### src/rtl/pwm_flip_gen.sv
module pwm_flip_gen #(
  parameter int CW      = 16,
  parameter int RW      = 8,
  parameter int DEF_TOP = 23,
  parameter int DEF_CMP = 11,
  parameter int DEF_REP = 8
) (
  input  logic          clk,
  input  logic          rst,
  input  logic          wr_en,
  input  logic [1:0]    wr_sel,
  input  logic [CW-1:0] wr_data,
  input  logic          com_strobe,
  output logic          pwm_out,
  output logic          upd_pulse,
  output logic          flip_dbg
);
  localparam logic [1:0]    SEL_TOP = 2'd0;
  localparam logic [1:0]    SEL_CMP = 2'd1;
  localparam logic [1:0]    SEL_REP = 2'd2;
  localparam logic [1:0]    SEL_CTL = 2'd3;
  localparam logic [CW-1:0] TOP0 = CW'(DEF_TOP);
  localparam logic [CW-1:0] CMP0 = CW'(DEF_CMP);
  localparam logic [RW-1:0] REP0 = RW'(DEF_REP);
  localparam logic [RW-1:0] ONE  = RW'(1);
  localparam logic [2:0]    CTL0 = 3'b010;

  logic [CW-1:0] cnt, top_sh, top_act, cmp_sh, cmp_act;
  logic [RW-1:0] rep_cfg, rep_cnt;
  logic [2:0]    ctl_pre, ctl_act;
  logic          flip, ph, dbg;

  wire wr_top = wr_en && wr_sel == SEL_TOP;
  wire wr_cmp = wr_en && wr_sel == SEL_CMP;
  wire wr_rep = wr_en && wr_sel == SEL_REP;
  wire wr_ctl = wr_en && wr_sel == SEL_CTL;

  wire wrap   = cnt == top_act;
  wire expire = wrap && rep_cnt == ONE;
  wire com    = expire || com_strobe;

  wire [CW-1:0] top_nxt = wr_top ? wr_data : top_sh;
  wire [CW-1:0] cmp_nxt = wr_cmp ? wr_data : cmp_sh;
  wire [2:0]    ctl_nxt = wr_ctl ? wr_data[2:0] : ctl_pre;
  wire [RW-1:0] rep_wr  = (wr_data[RW-1:0] == '0) ? ONE : wr_data[RW-1:0];

  wire raw = ctl_act[2] ? ph : (cnt <= cmp_act);

  assign pwm_out   = ctl_act[1] & (raw ^ ctl_act[0] ^ flip);
  assign upd_pulse = wrap;
  assign flip_dbg  = dbg;

  always_ff @(posedge clk) begin
    if (rst) begin
      cnt     <= '0;
      top_sh  <= TOP0;
      top_act <= TOP0;
      cmp_sh  <= CMP0;
      cmp_act <= CMP0;
      rep_cfg <= REP0;
      rep_cnt <= REP0;
      ctl_pre <= CTL0;
      ctl_act <= CTL0;
      flip    <= 1'b0;
      ph      <= 1'b1;
      dbg     <= 1'b0;
    end else begin
      top_sh  <= top_nxt;
      cmp_sh  <= cmp_nxt;
      ctl_pre <= ctl_nxt;
      if (wr_rep) rep_cfg <= rep_wr;
      if (wrap) begin
        cnt     <= '0;
        top_act <= top_nxt;
        cmp_act <= cmp_nxt;
        if (!expire) ph <= ~ph;
      end else begin
        cnt <= cnt + CW'(1);
      end
      if (com)       rep_cnt <= rep_cfg;
      else if (wrap) rep_cnt <= rep_cnt - ONE;
      if (com) ctl_act <= ctl_nxt;
      if (expire) begin
        dbg <= ~dbg;
        if (!ctl_act[2]) flip <= ~flip;
      end
    end
  end

  p_cnt_step_r2: assert property (@(posedge clk) disable iff (rst)
    !wrap |=> cnt == $past(cnt) + CW'(1));
  p_upd_wrap_r2: assert property (@(posedge clk) disable iff (rst)
    upd_pulse |=> cnt == '0);
  p_shadow_hold_r4: assert property (@(posedge clk) disable iff (rst)
    !upd_pulse |=> $stable(cmp_act) && $stable(top_act));
  p_ctl_hold_r7: assert property (@(posedge clk) disable iff (rst)
    !(expire || com_strobe) |=> $stable(ctl_act));
  p_dbg_only_expiry_r5: assert property (@(posedge clk) disable iff (rst)
    !expire |=> $stable(flip_dbg));
  p_rep_nonzero_r6: assert property (@(posedge clk) disable iff (rst)
    rep_cnt != '0);
endmodule

### config.mk
export PLATFORM = sky130hd
export DESIGN_NAME = pwm_flip_gen
export DESIGN_NICKNAME = d
export VERILOG_FILES = /design/src/rtl/pwm_flip_gen.sv
export SDC_FILE = /design/constraint.sdc
export NUM_CORES = 1
export LEC_CHECK = 0
export BUFFER_PORTS_ARGS = -buffer_cell sky130_fd_sc_hd__buf_4
export CAP_MARGIN = 10
export CORE_MARGIN = 4
export CORE_UTILIZATION = 40
export CTS_BUF_LIST = sky130_fd_sc_hd__clkbuf_2
export DETAILED_ROUTE_END_ITERATION = 6
export PLACE_DENSITY = 0.65
export SLEW_MARGIN = 20
export SYNTH_ARGS = -nofsm -noshare
export SYNTH_HDL_FRONTEND = slang
export SYNTH_SLANG_ARGS = --single-unit
export TNS_END_PERCENT = 100
### constraint.sdc
create_clock -name clk -period 2.25 [get_ports clk]
set_clock_uncertainty 0.15 [all_clocks]
set_input_delay 0.1125 -clock clk [delete_from_list [all_inputs] [get_ports clk]]
set_output_delay 0.1125 -clock clk [all_outputs]
set_load 0.01 [all_outputs]
Yosys cells after proc, flatten, opt, wreduce, memory -nomap -nowiden
Cells that the tools add are included.
{ "op_classes": {"addsub": 2, "order_cmp": 1, "n_eq_ne": 5, "n_mux": 7, "bitwise": 8, "n_reduce_logical": 12} }
{ "ops": {"columns": ["op", "n"], "rows": [
  ["$mux 16", 2],
  ["$mux 8", 3],
  ["$add 16x1->16 const B", 1],
  ["$eq 16x16->1", 1],
  ["$le 16x16->1", 1],
  ["$eq 8x1->1 const B", 1],
  ["$logic_not 8->1", 1],
  ["$sub 8x1->8 const B", 1],
  ["$logic_and 1x1->1", 5],
  ["$not 1->1", 5],
  ["$eq 2x2->1 const B", 2],
  ["$reduce_and 2->1", 2],
  ["$mux 3", 1],
  ["$eq 2x1->1 const B", 1],
  ["$logic_not 2->1", 1],
  ["$reduce_bool 2->1", 1],
  ["$reduce_or 2->1", 1],
  ["$xor 1x1->1", 2],
  ["$and 1x1->1", 1],
  ["$logic_or 1x1->1", 1],
  ["$mux 1", 1]
]} }
{ "word_totals": {"register_bits": 105, "inputBits": 22, "out_inout_bits": 3, "word_cells": 47} }

Longest topological paths before layout
{ "logic_depth": {"word_depth": 5, "mapped_depth": 9} }

Least setup slack after synthesis
Ideal clock, no wire load.
{ "synth_path": {"kind": "reg2out", "start": "register cmp_act[14]", "end": "output pwm_out", "t_arrival_ns": 1.760, "required_time_ns": 1.987, "path_slack_ns": 0.227, "stages_incl_launch_ff": 9, "cell_sequence": "dfxtp_1 > inv_1 > ha_1 > nand4_1 > or2_2 > nor3_1 > a2111oi_0 > nor3_1 > and3b_1"} }
{ "synth_between": {"elab_chain_cells": 5} }
{ "synth_rtl": {"columns": ["item", "line_no", "source"], "rows": [
  ["from (decl)", "28", "logic [CW-1:0] cnt, top_sh, top_act, cmp_sh, cmp_act;"],
  ["from (signal assigned)", "75", "cmp_act <= cmp_nxt;"],
  ["$le 16x16->1", "47", "wire raw = ctl_act[2] ? ph : (cnt <= cmp_act);"],
  ["$mux 1", "47", null],
  ["$xor 1x1->1 (2 in series)", "49", "assign pwm_out = ctl_act[1] & (raw ^ ctl_act[0] ^ flip);"],
  ["$and 1x1->1", "49", null],
  ["to (decl)", "14", "output logic pwm_out,"]
]} }
Every way passes these cells.

Worst setup path after layout
{ "layout_path": {"start": "register cmp_act[12]", "end": "output pwm_out"} }
Same word-level chain as after synthesis.

==> results.toml <==
[run_status]
status = "finished with violations"
violations = "negative setup slack"

[sta]
rsz0062_at_grt = "yes"
hold_violations = 0
drv_slew = 0
fmax_ghz = 0.370
max-slew-margin-rel_pct = 54.7
worst_pin_slew_ps = 678
tns_ps = -561
finalSetupViolCount = 4
whs_ps = 62.8
fin_ws_ps = -450
period_needed_ps = 2700
period_share_pct = 120

[pwr]
p_total_mw = 2.97
p_per_area_nw_per_um2 = 506
irDropWorstVdd_mv = 0.417
leakage_nw = 2.51

[cts]
cts_tree = "done"
numCtsBuffers = 9
cts_buffer_depth = 2
cts.htree.levels = 3
cts_sinks = 105
clock_tree.root_cell = "clkbuf_2"
clk_latency_ps = 570
cts.clk_slew.worst_paths_ps = 240

[synth]
postSynthAreaPerCell_sq_um = 8.83
yosys_warnings = 0
synth-seq-cells = 105
ys.flop_type = "dfxtp_1"
syn_area_sq_um = 4560
synth_nets = 557
ys_seq_area_share_pct = 46.1
ys_async_sr_fraction_pct = 0
synth.area.top_cells = "dfxtp_1, nand2_1, ha_1"
synthDistinctLibCells = 50
synth_top_area_cell = "dfxtp_1"
synth_edf_count = 0
yosysTopAreaCellShare_pct = 46.1
synthCells = 516

[worst_setup_path]
critical_path.slowest_cell = "dfxtp_2"
start_kind = "flip-flop"
cp.required_ps = 1990
path_cells = "inv_1 > ha_1 > nand4_1 > buf_4 > buf_4 > o21ai_1 > a2111oi_2 > nor3_1 > and3b_2 > buf_6"
path_class = "reg2out"
worstPathArrival_ps = 2440
path_max_fanout = 2
max_stage_delay_ps = 380
cp_common_cell = "buf_4"
cp-end-kind = "output port"

[global_routing]
antenna_found_initial = 0
grt_pass1_wl_microns = 18400
grt_pass1_vias = 3886
grt_max_degree = 43
grt_usage_pct = 17.6
grt_overflow = 0

[route]
ant_nets = 0
vias = 3954
viasPerCell = 5.22
first_iter_violations = 212
route.detailed.drc = 0
firstDrtPassIters = 4
avgRoutedWirePerCell_microns = 15.2
drt_wl_total_microns = 11500

[finish]
antenna_cells = 0
fin_area_sq_um = 5870
fin_util_pct = 53.5
fillers = 976
fin_cells = 757
layout.nets = 653
drive_above_1_share_pct = 21.1
area_growth_pct = 28.9

[floorplan]
initial_utilization_pct = 41.5
die_area_sq_um = 13200
die_x_microns = 115
die_h_microns = 115
num_rows = 38
core_area_sq_um = 11000
io_pins = 25

[place]
place_inst = 684
dp_hpwl_microns = 7430
pre_cts_slack_ps = -110
placed_area_sq_um = 5020
io_buffer_count = 24
gp_congestion = 0.872

[hold_path]
holdCritPathClass = "in2reg"

[flow_run]
drv_cap = 0
sequential cells by signal, indices dropped and copies added, names as in the netlist:
name,cells
ctl_pre,3
top_sh,16
cmp_act,16
cnt,16
rep_cfg,8
cmp_sh,16
ph,1
flip,1
flip_dbg,1
ctl_act,3
top_act,16
rep_cnt,8
area by class of cell:
cell class	instances	area (sq um)	area share, %
Inverter	27	101	1.73
Clock inverter	3	17.5	0.298
Tap cell	140	175	2.98
Timing Repair Buffer	109	985	16.8
Sequential cell	105	2120	36.2
Clock buffer	13	65.1	1.11
Multi-Input combinational cell	360	2400	40.9
critical path, delay by kind of cell (launching register included):
kind / cells / cell delay (ps)
AND/OR/NAND/NOR: 3 / 470
AO/OA/AOI/OAI: 2 / 430
flip-flops: 1 / 380
buffers and inverters: 4 / 330
adder cells (fa/ha/maj): 1 / 270
logic make-up (layout without fill, tap and decap cells):
kind of cell / count (synthesis) / count (layout) / synth area share [%]
AND/OR/NAND/NOR: 194 / 194 / 20.4
AO/OA/AOI/OAI: 108 / 108 / 15.4
flip-flops: 105 / 105 / 46.1
buffers and inverters: 51 / 152 / 4.97
XOR/XNOR: 32 / 32 / 6.32
adder cells (fa/ha/maj): 19 / 19 / 5.22
multiplexers: 7 / 7 / 1.54
power by group:
part	internal (mW)	switching, mW
clock	0.160	0.586
sequential	1.90	0.0183
combinational	0.149	0.158
total	2.21	0.763
cell usage after synthesis, drive strengths merged, types with 4 or more instances:
library cell and number:
or3 4, nand3b 11, ha 19, o22a 25, buf 12, clkbuf 12, xnor2 21, inv 27
nor2 33, nand3 13, mux2i 7, and3 4, xor2 11, nor3 6, o2bb2ai 8, o21ai 14
a21oi 48, or2 5, nand2 97, nand4 6, dfxtp 105
path summary, 6_finish.rpt:
path	start	endpoint	slack, ps	depth (start not counted)
worst max-delay path	cmp_act[12]	pwm_out	-450	10
worst min-delay path	wr_sel[1]	cmp_sh[1]	60	4
worst max register to register	cnt[1]	top_act[4]	0	10
worst min register to register	cmp_act[0]	cmp_act[0]	330	2
metal layers:
layer	vias to the layer above	global-route usage (%)	part of all wire, %	wire length, microns
met2	80	31.9	50	5740
li1	1959	-	-	-
met5	-	0	0	0
met1	1895	20.3	43	4970
met4	0	5.87	2.4	275
met3	20	4.39	4.3	496
cells in the final DEF, fill, tap and decap left out, drive strengths merged, types with 13 or more instances in the layout:
cell type    count
nand2           97
dfxtp          105
buf             63
clkbuf          13
a21oi           48
xnor2           21
ha              19
inv             27
nor2            33
o22a            25
o21ai           14
dlygate4sd3     45
nand3           13
timing repair:
| item | 4_1_cts | 5_1_grt |
|---|---|---|
| cloned | 0 | 1 |
| setup buffers | 4 | 7 |
| hold endpoints to repair | 102 | 4 |
| gates resized for setup | 38 | 20 |
| pin swaps | 11 | 8 |
| endpoints found under the setup margin | 34 | 55 |
| hold buffers | 48 | 1 |
No activity file was read; power rests on OpenSTA's default activity.
